File: config.mk
export PLATFORM = sky130hd
export DESIGN_NAME = edh_presence_ues
export DESIGN_NICKNAME = d
export VERILOG_FILES = /design/src/rtl/edh_pres_pkg.sv /design/src/rtl/edh_pos_tracker.sv /design/src/rtl/edh_hdr_detect.sv /design/src/rtl/edh_flag_capture.sv /design/src/rtl/edh_presence_ues.sv
export SDC_FILE = /design/constraint.sdc
export NUM_CORES = 1
export LEC_CHECK = 0
export ABC_AREA = 1
export CORE_UTILIZATION = 40
export CTS_CLUSTER_SIZE = 14
export DETAILED_ROUTE_END_ITERATION = 6
export DONT_BUFFER_PORTS = 1
export PLACE_DENSITY = 0.67
export SYNTH_ARGS = -nofsm -noshare
export SYNTH_HDL_FRONTEND = slang
export SYNTH_SLANG_ARGS = --single-unit
File: constraint.sdc
create_clock -name clk -period 1.65 [get_ports clk]
set_input_delay 0.4125 -clock clk [delete_from_list [all_inputs] [get_ports clk]]
set_output_delay 0.4125 -clock clk [all_outputs]
set_load 0.1 [all_outputs]
File: src/rtl/edh_pres_pkg.sv
package edh_pres_pkg;

    localparam int SYM_W   = 10;
    localparam int HDR_LEN = 4;

    typedef logic [SYM_W-1:0] sym_t;

    // Header symbol by index, first word first
    function automatic sym_t hdr_sym(input int idx);
        case (idx)
            0:       return 10'h000;
            1, 2:    return 10'h3FF;
            default: return 10'h1F4;
        endcase
    endfunction

    typedef enum logic [1:0] {
        RGN_ANC = 2'd0,
        RGN_AP  = 2'd1,
        RGN_FF  = 2'd2
    } rgn_e;

    localparam int NUM_RGN   = 3;
    localparam int FLAG_BASE = 9;   // distance of the ancillary flag word after the id word
    localparam int OFS_LAST  = FLAG_BASE + NUM_RGN - 1;
    localparam int OFS_W     = $clog2(OFS_LAST + 1);
    localparam int UES_POS   = 4;
    localparam int VLD_POS   = 5;

    typedef struct packed {
        logic got;
        logic ues;
        logic vld;
    } rgn_flag_t;

    function automatic int flag_ofs(input rgn_e r);
        return FLAG_BASE + int'(r);
    endfunction

    function automatic logic ues_merge(input rgn_flag_t f, input logic present);
        return !present || !f.got || f.ues || !f.vld;
    endfunction

endpackage

File: src/rtl/edh_pos_tracker.sv
module edh_pos_tracker #(
    parameter int LINE_W = 11,
    parameter int WORD_W = 12
) (
    input  logic              clk,
    input  logic              rst,
    input  logic              field_start,
    input  logic              line_end,
    output logic [LINE_W-1:0] pos_line,
    output logic [WORD_W-1:0] pos_word
);

    logic [LINE_W-1:0] line_q;
    logic [WORD_W-1:0] word_q;

    // Position of the word present this cycle
    always_comb begin
        pos_line = field_start ? '0 : line_q;
        pos_word = field_start ? '0 : word_q;
    end

    always_ff @(posedge clk) begin
        if (rst) begin
            line_q <= '0;
            word_q <= '0;
        end else if (line_end) begin
            line_q <= pos_line + LINE_W'(1);
            word_q <= '0;
        end else begin
            line_q <= pos_line;
            word_q <= pos_word + WORD_W'(1);
        end
    end

endmodule

File: src/rtl/edh_hdr_detect.sv
module edh_hdr_detect
    import edh_pres_pkg::*;
#(
    parameter int LINE_W = 11,
    parameter int WORD_W = 12
) (
    input  logic              clk,
    input  logic              rst,
    input  logic              field_start,
    input  sym_t              din,
    input  logic [LINE_W-1:0] pos_line,
    input  logic [WORD_W-1:0] pos_word,
    input  logic [LINE_W-1:0] exp_line,
    input  logic [WORD_W-1:0] exp_word,
    output logic              hdr_found,
    output logic              at_expected
);

    localparam int DEPTH = HDR_LEN - 1;

    sym_t              h_sym  [DEPTH];
    logic              h_vld  [DEPTH];
    logic [LINE_W-1:0] h_line [DEPTH];
    logic [WORD_W-1:0] h_word [DEPTH];

    // Stage 0 holds the previous word, the last stage the oldest
    for (genvar k = 0; k < DEPTH; k++) begin : g_stage
        if (k == 0) begin : g_head
            always_ff @(posedge clk) begin
                if (rst) begin
                    h_sym[k]  <= '0;
                    h_vld[k]  <= 1'b0;
                    h_line[k] <= '0;
                    h_word[k] <= '0;
                end else begin
                    h_sym[k]  <= din;
                    h_vld[k]  <= 1'b1;
                    h_line[k] <= pos_line;
                    h_word[k] <= pos_word;
                end
            end
        end else begin : g_tail
            always_ff @(posedge clk) begin
                if (rst) begin
                    h_sym[k]  <= '0;
                    h_vld[k]  <= 1'b0;
                    h_line[k] <= '0;
                    h_word[k] <= '0;
                end else begin
                    h_sym[k]  <= h_sym[k-1];
                    h_vld[k]  <= h_vld[k-1] && !field_start;
                    h_line[k] <= h_line[k-1];
                    h_word[k] <= h_word[k-1];
                end
            end
        end
    end

    always_comb begin
        hdr_found = !field_start && (din == hdr_sym(DEPTH));
        for (int k = 0; k < DEPTH; k++) begin
            hdr_found = hdr_found && h_vld[k] && (h_sym[k] == hdr_sym(DEPTH - 1 - k));
        end
        at_expected = (h_line[DEPTH-1] == exp_line) && (h_word[DEPTH-1] == exp_word);
    end

endmodule

File: src/rtl/edh_flag_capture.sv
module edh_flag_capture
    import edh_pres_pkg::*;
(
    input  logic                     clk,
    input  logic                     rst,
    input  logic                     field_start,
    input  sym_t                     din,
    input  logic                     pkt_start,
    output rgn_flag_t [NUM_RGN-1:0]  rflag
);

    logic             armed;
    logic [OFS_W-1:0] ofs;

    // ofs is the distance of the current word from the id word
    always_ff @(posedge clk) begin
        if (rst || field_start) begin
            armed <= 1'b0;
            ofs   <= '0;
        end else if (pkt_start) begin
            armed <= 1'b1;
            ofs   <= OFS_W'(1);
        end else if (armed) begin
            ofs <= ofs + OFS_W'(1);
            if (ofs == OFS_W'(OFS_LAST)) begin
                armed <= 1'b0;
            end
        end
    end

    for (genvar r = 0; r < NUM_RGN; r++) begin : g_rgn
        localparam int MY_OFS = flag_ofs(rgn_e'(r));
        rgn_flag_t fl_q;

        always_ff @(posedge clk) begin
            if (rst || field_start || pkt_start) begin
                fl_q <= '{got: 1'b0, ues: 1'b0, vld: 1'b0};
            end else if (armed && ofs == OFS_W'(MY_OFS)) begin
                fl_q <= '{got: 1'b1, ues: din[UES_POS], vld: din[VLD_POS]};
            end
        end

        assign rflag[r] = fl_q;
    end

endmodule

File: src/rtl/edh_presence_ues.sv
module edh_presence_ues
    import edh_pres_pkg::*;
#(
    parameter int LINE_W = 11,
    parameter int WORD_W = 12
) (
    input  logic              clk,
    input  logic              rst,
    input  logic [9:0]        din,
    input  logic              field_start,
    input  logic              line_end,
    input  logic [LINE_W-1:0] exp_line,
    input  logic [WORD_W-1:0] exp_word,
    output logic              no_edh,
    output logic              ues_anc,
    output logic              ues_ap,
    output logic              ues_ff
);

    logic [LINE_W-1:0]        pos_line;
    logic [WORD_W-1:0]        pos_word;
    logic                     hdr_found;
    logic                     at_expected;
    logic                     pkt_hit;
    rgn_flag_t [NUM_RGN-1:0]  cap;

    logic                     hdr_seen_q;
    logic                     placed_q;
    logic                     pkt_seen;
    logic                     no_edh_q;
    logic [NUM_RGN-1:0]       ues_q;
    logic [NUM_RGN-1:0]       ues_next;

    edh_pos_tracker #(.LINE_W(LINE_W), .WORD_W(WORD_W)) u_pos (
        .clk         (clk),
        .rst         (rst),
        .field_start (field_start),
        .line_end    (line_end),
        .pos_line    (pos_line),
        .pos_word    (pos_word)
    );

    edh_hdr_detect #(.LINE_W(LINE_W), .WORD_W(WORD_W)) u_hdr (
        .clk         (clk),
        .rst         (rst),
        .field_start (field_start),
        .din         (din),
        .pos_line    (pos_line),
        .pos_word    (pos_word),
        .exp_line    (exp_line),
        .exp_word    (exp_word),
        .hdr_found   (hdr_found),
        .at_expected (at_expected)
    );

    assign pkt_hit = hdr_found && at_expected;

    edh_flag_capture u_cap (
        .clk         (clk),
        .rst         (rst),
        .field_start (field_start),
        .din         (din),
        .pkt_start   (pkt_hit),
        .rflag       (cap)
    );

    assign pkt_seen = hdr_seen_q && placed_q;

    always_comb begin
        for (int r = 0; r < NUM_RGN; r++) begin
            ues_next[r] = ues_merge(cap[r], pkt_seen);
        end
    end

    always_ff @(posedge clk) begin
        if (rst) begin
            hdr_seen_q <= 1'b0;
            placed_q   <= 1'b0;
            no_edh_q   <= 1'b1;
            ues_q      <= '1;
        end else if (field_start) begin
            no_edh_q   <= ~(hdr_seen_q & placed_q);
            ues_q      <= ues_next;
            hdr_seen_q <= 1'b0;
            placed_q   <= 1'b0;
        end else if (pkt_hit) begin
            hdr_seen_q <= 1'b1;
            placed_q   <= 1'b1;
        end
    end

    assign no_edh  = no_edh_q;
    assign ues_anc = ues_q[RGN_ANC];
    assign ues_ap  = ues_q[RGN_AP];
    assign ues_ff  = ues_q[RGN_FF];

endmodule

==> flow_summary.toml, run 1 <==
[status]
status = "finished clean"

[placed_design]
post-dp-hpwl_mm = 5.694
io_buffers = 0
placed_area_um2 = 5560
place.gp.congestion = 0.7672

[final_layout]
insertedDiodeCount = 0
fin_area_um2 = 6260
multiInputGateArea_um2 = 1817
regArea_um2 = 2884
syn_to_final_growth_pct = 17.83
fillers = 1185
layout-drive-gt1-share = 0.1188
layout.nets = 753

[logic_synthesis]
avgSynthCellArea_um2 = 7.611
synthesis.nets = 740
synth_ff_type = "dfxtp_1"
yosys-top-cells-count = "183 x nor2_1, 150 x inv_1, 144 x dfxtp_1"
synth-edff-count = 0
synth_top_area_frac = 0.5426
yosysUniqueCellTypes = 32
synthArstFlopShare = 0
synth_seq_cells = 144
synthTopCellsByArea = "dfxtp_1 54%, nor2_1 13%, inv_1 11%, nand2_1 6.5%, nor2_2 1.8%"
yosysMostFrequentCell = "nor2_1"
synth-seq-area-share = 0.5426
yosysTopAreaCell = "dfxtp_1"
postSynthCellCount = 698
syn_area_um2 = 5313
yosysWarnings = 0

[floorplanning]
die_w_um = 117.2
fp-row-count = 41
start_util = 0.4159
die_h_um = 117.2
dieArea_um2 = 13750
core-area_um2 = 12770
io_pins = 41

[setup_path]
crit_chain = "inv_1 > nand2_1 > nand2_1 > nor2_1 > nand2_1 > nor2_2 > buf_4 > nand3_4 > o21ai_4 > clkbuf_16 > nor2_2"
crit_fanout = 6
startpoint_type = "flip-flop"
cp.required_ns = 1.96
endpoint_kind = "flip-flop"
slowest_stage = "dfxtp_1"
cpMostUsedCell = "nand2_1"
worst-r2r-cell-count = 11
max_stage_delay_ns = 0.33
worstPathArrival_ns = 1.84
criticalPathCategory = "reg2reg"

[global_route]
gr-total-overflow = 0
track_usage = 0.1374
grt_pass1_wl_mm = 14.22
grt_max_degree = 91
grt_pass1_vias = 3395
antenna_found_initial = 0

[sta]
setup_viol = 0
finalHoldViolCount = 0
max_freq_mhz = 653.0
tightestPinTransition_ns = 0.2897
slew_viol_final = 0
final.min_clock_period_ns = 1.531
setup_tns_ns = 0
fin_skew_ns = 0.005850
rsz0062_at_grt = "yes"
slew-limit-headroom = 0.8069
timing.final.crit_share = 0.9281

[routing]
vias = 3668
drt_first_pass_iters = 4
drc_errors = 0
drt-vias-per-instance = 4.094
drt_iter0_markers = 220
final_antenna_net_count = 0
wirelength_mm = 8.408
wl_per_cell_um = 9.384

[clock_network]
cts.path.max_buffers = 2
path_clk_slew_ns = 0.06
numCtsBuffers = 17
h-tree-depth = 4
root_buffer = "clkbuf_16"
post_cts_buffers = 0
cts_num_sinks = 144
cts_tree = "done"
clock_latency_ns = 0.41

[power]
power_frac_seq = 0.458
total_power_uw = 7715
p_sw_frac = 0.2038
powerDensity_nw_per_um2 = 1232
ir_drop_mv = 0.7206
total_leakage_power_uw = 0.002472
combPwrFrac = 0.022
power_frac_clock = 0.519
intPower_uw = 6142
switchingPower_uw = 1573

[job]
maxCapViolCount = 0

[hold_path]
hold_depth = 1
holdCritPathClass = "in2reg"
registers in the layout, indices dropped and copies added (netlist names):
name          flops
u_pos.word_q     12
u_cap.ofs         4
u_hdr.h_vld       3
u_hdr.h_sym      30
u_hdr.h_word     36
u_cap.armed       1
u_hdr.h_line     33
placed_q          1
u_cap.rflag       9
u_pos.line_q     11
no_edh            1
ues_q             3
worst paths after layout:
check / slack, ns / start / to
setup / recovery: 0.12 / u_hdr.h_word[2][7] / u_cap.ofs[1]
setup reg to reg: 0.12 / u_hdr.h_word[2][7] / u_cap.ofs[1]
hold reg to reg: 0.40 / u_hdr.h_word[1][8] / u_hdr.h_word[2][8]
hold / removal: 0.07 / rst / u_hdr.h_sym[1][9]
cell families after synthesis:
kind of cell	after synthesis	synth area share
muxes	2	0.004004
and+or+nand+nor	327	0.2579
AOI/OAI and AO/OA	39	0.04027
buffers and inverters	170	0.1253
xor gates and xnor gates	11	0.01813
DFF	144	0.5426
adders and majority gates	5	0.01178
cell type report:
class	count	share of cell area
inverter	152	0.09194
multi-input combinational	384	0.2902
sequential	144	0.4607
timing repair buffer	12	0.02119
clock buffer	17	0.06796
tap	172	0.03438
clock inverter	15	0.03358
power by group through the flow:
stage / clock, µW / sequential [µW] / combinational [µW]
floorplan: 0 / 3610 / 167
finish: 4010 / 3540 / 171
global placement: 0 / 3610 / 161
detailed placement: 0 / 3610 / 163
CTS: 4090 / 3540 / 164
global route: 4250 / 3540 / 203
critical path, delay by kind of cell, from the launching register on:
| family | cells | cell delay (ns) |
|---|---|---|
| flops | 1 | 0.33 |
| compound gates | 1 | 0.25 |
| buf+inv | 3 | 0.37 |
| simple gates | 7 | 0.49 |
timing repair:
action | 4_1_cts | 5_1_grt
hold buffers | 0 | 0
gates resized for setup | 0 | 12
setup endpoints to repair | 0 | 16
cell usage in the layout, fill, tap and decap left out, drive strengths merged:
cell	n
a21oi	15
xor2	5
xnor2	6
nor2	204
a31oi	1
mux2i	1
ha	5
buf	11
or3	1
a32oi	1
or2	1
inv	154
nor3	4
bufinv	4
clkbuf	18
nand3	14
nand2	97
nand4	6
a41oi	2
o21ai	19
a211oi	1
dfxtp	144
clkinvlp	4
clkinv	5
mux2	1
metrics by stage:
stage               instances  hold slack [ns]  worst slack [ns]    util
detailed placement        863           0.3916          -0.03589  0.4353
global placement          863           0.3905           -0.1124  0.4353
global route              896          0.05409         -0.009070  0.4901
CTS                       895          0.05104           0.05402  0.4851
finish                    896          0.07455            0.1187  0.4901
floorplan                 698           0.3883          -0.01270       -
layer usage:
layer,track usage,share of wire
met4,0.07511,0.019
met2,0.2380,0.48
met3,0.04840,0.048
met5,0,0
met1,0.1461,0.45
Note: power is estimated with default switching activity, not from simulation.
==> run 2: changes to the inputs <==
Settings changed: ABC_AREA 1 to 0, CORE_UTILIZATION 40 to 30, PLACE_DENSITY 0.67 to 0.56, SYNTH_HIERARCHICAL set to 1.
==> run 2 against run 1 <==
Against the previous run:
- the flow now finishes with violations (setup timing)
- clock power increased by 4%
- cell count is 20% lower
- die area increased by 30%
- synthesized cell count fell by 32%
- sequential share of layout area increased by 0.68 points
- first-iteration DRC count down 31%
- register-to-register slack worse by 0.31 ns
- via count down 17%
- design area fell by 1.2%
- worst hold slack improved by 0.0095 ns
- global-route usage down 2.7 points
- clock-buffer cell count rose by 6
- largest power group unchanged
==> flow_summary.toml, run 2 <==
[setup_path]
cp.required_ns = 1.98
worstPathArrival_ns = 2.17
r2r_start = "u_hdr/h_line[2][5]"
criticalPathCategory = "reg2reg"
slowest_stage = "or4b_1"
r2r_slack_ns = -0.19
path_buf_inv = 1
worst-r2r-cell-count = 8
crit_fanout = 6
max_stage_delay_ns = 0.52
startpoint_type = "flip-flop"
crit_chain = "xor2_1 > nor4_2 > nand4_1 > nor3_4 > and2_4 > buf_4 > or4b_1 > mux2i_1"
cp_top_family = "simple AND/OR/NAND/NOR gates"
endpoint_kind = "flip-flop"
regToRegEndpoint = "u_cap/rflag[4]"

[final_layout]
fin_area_um2 = 6185
top_register = "u_hdr/h_word"
final_common_cell = "dfxtp_1"
reg_top3 = "u_hdr/h_word x36, u_hdr/h_line x33, u_hdr/h_sym x30"
layout.nets = 524
syn_to_final_growth_pct = 18.79
insertedDiodeCount = 0
largest_reg_flops = 36
fillers = 1647
layout_common_cells = "137 x dfxtp_1, 112 x nor2b_1, 22 x nor2_1, 22 x xor2_1, 20 x xnor2_1"
layout-drive-gt1-share = 0.1556

[status]
violations = "setup timing"
status = "complete, but fails checks"

[sta]
timing.final.crit_share = 1.114
fin_skew_ns = 0.01014
setup_viol = 13
rsz0062_at_grt = "yes"
tightestPinTransition_ns = 0.3591
setup_ws_ns = -0.1886
max_freq_mhz = 543.9
slew_viol_final = 0
finalHoldViolCount = 0
slew-limit-headroom = 0.7603
final.min_clock_period_ns = 1.839

[power]
total_power_uw = 7835
powerDensity_nw_per_um2 = 1267
ir_drop_mv = 0.5944
power_frac_clock = 0.535
total_leakage_power_uw = 0.002391
intPower_uw = 6428
p_sw_frac = 0.1796
switchingPower_uw = 1407
power_frac_seq = 0.452
combPwrFrac = 0.014

[logic_synthesis]
synthesis.nets = 518
syn_area_um2 = 5206
synth_top_area_frac = 0.5537
synth-seq-area-share = 0.5537
avgSynthCellArea_um2 = 10.94
synthTopCellsByArea = "dfxtp_1 55%, nor2b_1 14%, xor2_1 3.7%, xnor2_1 3.4%, nand4_1 1.8%"
postSynthCellCount = 476
yosysTopAreaCell = "dfxtp_1"
yosys-top-cells-count = "144 x dfxtp_1, 116 x nor2b_1, 22 x nor2_1, 22 x xor2_1, 20 x xnor2_1"
synth_ff_type = "dfxtp_1"
yosysWarnings = 6
synth-edff-count = 0
synthArstFlopShare = 0
synth_seq_cells = 144
yosysMostFrequentCell = "dfxtp_1"
yosysUniqueCellTypes = 44

[global_route]
gr-total-overflow = 0
grt_pass1_vias = 3119
track_usage = 0.1104
grt_max_degree = 130
grt_pass1_wl_mm = 15.16
antenna_found_initial = 0

[placed_design]
post-dp-hpwl_mm = 6.088
io_buffers = 0
place.gp.congestion = 0.7516
placed_area_um2 = 5472

[routing]
wl_per_cell_um = 12.64
drt_first_pass_iters = 4
vias = 3034
drt-vias-per-instance = 4.243
drt_iter0_markers = 151
wirelength_mm = 9.040
final_antenna_net_count = 0
drc_errors = 0

[clock_network]
cts_tree = "done"
path_clk_slew_ns = 0.06
cts_num_sinks = 144
cts.path.max_buffers = 2
numCtsBuffers = 17
root_buffer = "clkbuf_16"
clock_latency_ns = 0.41
cts_hold_buf = 0
h-tree-depth = 4

[floorplanning]
fp-row-count = 47
dieArea_um2 = 17890
start_util = 0.3106
die_w_um = 133.7
die_h_um = 133.7
io_pins = 41
core-area_um2 = 16760

[job]
maxCapViolCount = 0

[hold_path]
hold_depth = 1
whs_endpoint = "u_hdr/h_word[1][4]"
hold_start = "rst"
holdCritPathClass = "in2reg"
run 2: cell types whose count changed in the layout (fill, tap and decap cells not counted), sizes merged, moves of 10 or more:
cell | before | now
o21ai | 19 | 2
xnor2 | 6 | 20
nand3 | 14 | 4
nand2 | 97 | 6
inv | 154 | 10
nor2 | 204 | 22
xor2 | 5 | 22
nor4 | 0 | 12
nor2b | 0 | 117
run 2: area by class of cell:
| class | instances | area (µm²) | area share |
|---|---|---|---|
| inverters | 10 | 37.54 | 0.006069 |
| multi-input cells | 302 | 2262 | 0.3658 |
| well taps | 220 | 275.3 | 0.04451 |
| repair buffers | 7 | 52.55 | 0.008497 |
| clock buffers | 23 | 488.0 | 0.07890 |
| clock inverters | 9 | 177.7 | 0.02873 |
| flip-flops and latches | 144 | 2892 | 0.4675 |
run 2: cells by family (layout without fill, tap and decap cells):
| group | count (synthesis) | after routing | share of synthesized area |
|---|---|---|---|
| AND/OR/NAND/NOR | 230 | 231 | 0.2973 |
| XOR/XNOR | 42 | 42 | 0.07066 |
| multiplexers | 8 | 8 | 0.01562 |
| AO/OA/AOI/OAI | 16 | 16 | 0.02163 |
| adder cells (fa/ha/maj) | 5 | 5 | 0.01202 |
| flip-flops | 144 | 144 | 0.5537 |
| buffers and inverters | 31 | 49 | 0.02908 |
run 2: how the worst max path moves through the flow:
stage | from | to | slack [ns] | depth (start not counted)
final | u_hdr/h_line[2][5] | u_cap/rflag[4] | -0.19 | 8
after global routing | u_hdr/h_sym[0][7] | u_cap/armed | -0.36 | 7
after CTS | u_hdr/h_word[2][11] | u_cap/rflag[4] | -0.20 | 8
after detailed placement | exp_line[5] | u_cap/ofs[3] | -0.38 | 7
after global placement | exp_line[5] | u_cap/ofs[3] | -0.40 | 7
after floorplan | u_hdr/h_sym[2][0] | u_cap/ofs[3] | -0.14 | 6
run 2: repair_timing:
action                     4_1_cts  5_1_grt
pin swaps                        5        3
setup endpoints to repair       14       15
setup buffers                    3        1
resized for setup               10        2
gates cloned                     1        0
run 2: per-stage QoR:
step,worst slack [ns],cells,hold slack (ns),TNS (ns),util
floorplan,-0.1392,476,0.4138,-0.5515,-
global placement,-0.4046,682,0.4173,-4.675,0.3265
detailed placement,-0.3798,682,0.4223,-4.398,0.3265
CTS,-0.2020,718,0.05426,-2.321,0.3698
global route,-0.3647,715,0.05597,-4.393,0.3690
finish,-0.1886,715,0.08404,-1.914,0.3690
run 2: power groups by stage:
stage | logic, µW | clock network (µW) | registers, µW
finish | 109 | 4190 | 3540
global route | 120 | 4460 | 3540
CTS | 111 | 4320 | 3540
detailed placement | 108 | 0 | 3610
global placement | 106 | 0 | 3610
floorplan | 152 | 0 | 3610
run 2: layer usage:
layer	vias up	routed length (µm)	share of wire	GRT usage
li1	1594	-	-	-
met1	1395	4319	0.48	0.1301
met2	38	4300	0.48	0.1779
met3	7	280	0.031	0.03805
met4	0	139	0.015	0.05492
met5	-	0	0	0
==> run 3: changes to the inputs <==
Settings changed: SYNTH_HIERARCHICAL 1 to not set.
==> run 3 against run 2 <==
Against the previous run:
- the flow still finishes with violations (setup timing)
- clock skew down 0.0030 ns
- design area down 3.9%
- synthesized cell count down 1.7%
==> flow_summary.toml, run 3 <==
[status]
status = "complete, but fails checks"
violations = "setup timing"

[sta]
slew-limit-headroom = 0.6856
holdWs_ns = 0.07631
fin_skew_ns = 0.007121
slew_viol_final = 0
final.min_clock_period_ns = 2.149
rsz0062_at_grt = "yes"
max_freq_mhz = 465.4
finalHoldViolCount = 0
timing.final.crit_share = 1.302
tightestPinTransition_ns = 0.4672
setup_viol = 15
setup_ws_ns = -0.4986
setup_tns_ns = -4.652

[logic_synthesis]
synthesis.nets = 510
synth_seq_cells = 144
yosysTopAreaCell = "dfxtp_1"
synthArstFlopShare = 0
synth_top_area_frac = 0.5848
avgSynthCellArea_um2 = 10.53
yosysWarnings = 0
postSynthCellCount = 468
yosysUniqueCellTypes = 36
synthTopCellsByArea = "dfxtp_1 58%, nor2b_1 10%, xor2_1 5.9%, and2_1 2.9%, nor3_1 1.8%"
yosysMostFrequentCell = "dfxtp_1"
synth-seq-area-share = 0.5848
yosys-top-cells-count = "144 x dfxtp_1, 81 x nor2b_1, 33 x xor2_1"
synth_ff_type = "dfxtp_1"
synth-edff-count = 0
syn_area_um2 = 4930

[routing]
drt_iter0_markers = 108
vias = 3062
wirelength_mm = 9.047
final_antenna_net_count = 0
drt-vias-per-instance = 4.271
wl_per_cell_um = 12.62
drc_errors = 0
drt_first_pass_iters = 4

[power]
power_frac_seq = 0.486
powerDensity_nw_per_um2 = 1225
total_power_uw = 7279
total_leakage_power_uw = 0.002245
power_frac_clock = 0.495
intPower_uw = 5811
combPwrFrac = 0.018
ir_drop_mv = 0.4861
p_sw_frac = 0.2016
switchingPower_uw = 1467

[final_layout]
layout-drive-gt1-share = 0.1397
layout.nets = 530
top_register = "u_hdr.h_word"
postLayoutCoreUtil = 0.3726
syn_to_final_growth_pct = 20.51
final_common_cell = "dfxtp_1"
insertedDiodeCount = 0
layout_common_cells = "143 x dfxtp_1, 79 x nor2b_1, 33 x xor2_1"
reg_top3 = "u_hdr.h_word x36, u_hdr.h_line x33, u_hdr.h_sym x30"
largest_reg_flops = 36

[job]
maxCapViolCount = 0

[floorplanning]
start_util = 0.3092
die_w_um = 130.2
core-area_um2 = 15940
fp-row-count = 46
dieArea_um2 = 16950
io_pins = 41
die_h_um = 130.2

[setup_path]
startpoint_type = "flip-flop"
crit_fanout = 3
criticalPathCategory = "reg2reg"
endpoint_kind = "flip-flop"
cp.required_ns = 1.99
worstPathArrival_ns = 2.49

[clock_network]
cts_num_sinks = 144
path_clk_slew_ns = 0.06
root_buffer = "clkbuf_16"
cts_tree = "done"
post_cts_buffers = 0
numCtsBuffers = 17
clock_latency_ns = 0.41
cts_hold_buf = 0
h-tree-depth = 4
cts.path.max_buffers = 2

[placed_design]
place.gp.congestion = 0.7232
io_buffers = 0
dpl_worst_slack_ns = -0.6199
post-dp-hpwl_mm = 6.202

[global_route]
grt_pass1_wl_mm = 14.28
antenna_found_initial = 0
grt_max_degree = 89
track_usage = 0.1124
grt_pass1_vias = 3029
gr-total-overflow = 0

[hold_path]
holdCritPathClass = "in2reg"
[run 3: cell count changes after synthesis, sizes merged, moves of 9 or more]
cell,delta
and2,+22
buf,-11
clkbuf,+9
nand2,+9
nor2b,-36
nor3,+9
xnor2,-12
xor2,+11
[run 3: cells by family (layout without fill, tap and decap cells)]
kind of cell               count (synthesis)  after routing  share of synthesized area
muxes                                      7              7                    0.01421
DFF                                      144            144                     0.5848
adders and majority gates                  5              5                    0.01269
and+or+nand+nor                          225            225                     0.2668
xor gates and xnor gates                  41             41                    0.07284
buffers and inverters                     26             59                    0.02335
AOI/OAI and AO/OA                         20             20                    0.02538
[run 3: layer usage]
| metal | GRT usage | up-vias | share of wire |
|---|---|---|---|
| met1 | 0.1247 | 1400 | 0.46 |
| li1 | - | 1601 | - |
| met3 | 0.04305 | 13 | 0.052 |
| met5 | 0 | - | 0 |
| met4 | 0.05814 | 0 | 0.018 |
| met2 | 0.1868 | 48 | 0.47 |
[run 3: worst max-delay path, stage by stage, from the launching register on]
cell and delay [ns]:
dfxtp_1 0.30, xor2_1 0.14, or4_1 0.54, or4_1 0.41, or4_4 0.54, a21oi_2 0.14
[run 3: metrics by stage]
stage,cell area (µm²),std cells
2_1_floorplan,4943,468
3_3_place_gp,5265,684
3_5_place_dp,5265,684
4_1_cts,5917,717
5_1_grt,5941,717
6_report,5941,717
[run 3: path summary, 6_finish.rpt]
| path | from | endpoint | slack [ns] | depth (start not counted) |
|---|---|---|---|---|
| worst max-delay path | u_hdr.h_line[2][9] | placed_q | -0.50 | 5 |
| worst min register to register | u_hdr.h_line[0][0] | u_hdr.h_line[1][0] | 0.43 | 1 |
| worst min-delay path | line_end | u_pos.word_q[9] | 0.08 | 1 |
| worst max register to register | u_hdr.h_line[2][9] | placed_q | -0.50 | 5 |
[run 3: power by group through the flow]
| stage | clock, µW | sequential (µW) | combinational, µW |
|---|---|---|---|
| after detailed placement | 0 | 3610 | 130 |
| after floorplan | 0 | 3610 | 126 |
| after global routing | 3850 | 3540 | 148 |
| final | 3610 | 3540 | 134 |
| after CTS | 3700 | 3540 | 135 |
| after global placement | 0 | 3610 | 128 |
[run 3: timing repair]
item / in CTS / in global routing
pin swaps: 4 / 3
gates resized for setup: 16 / 7
endpoints found under the setup margin: 15 / 17
cloned: 1 / 0
[run 3: layout make-up]
cell class / count / area (µm²)
Clock buffer: 19 / 432.9
Clock inverter: 13 / 138.9
Fill cell: 1581 / 10000
Inverter: 7 / 26.28
Multi-Input combinational cell: 298 / 2031
Sequential cell: 144 / 2884
Tap cell: 216 / 270.3
Timing Repair Buffer: 20 / 157.7
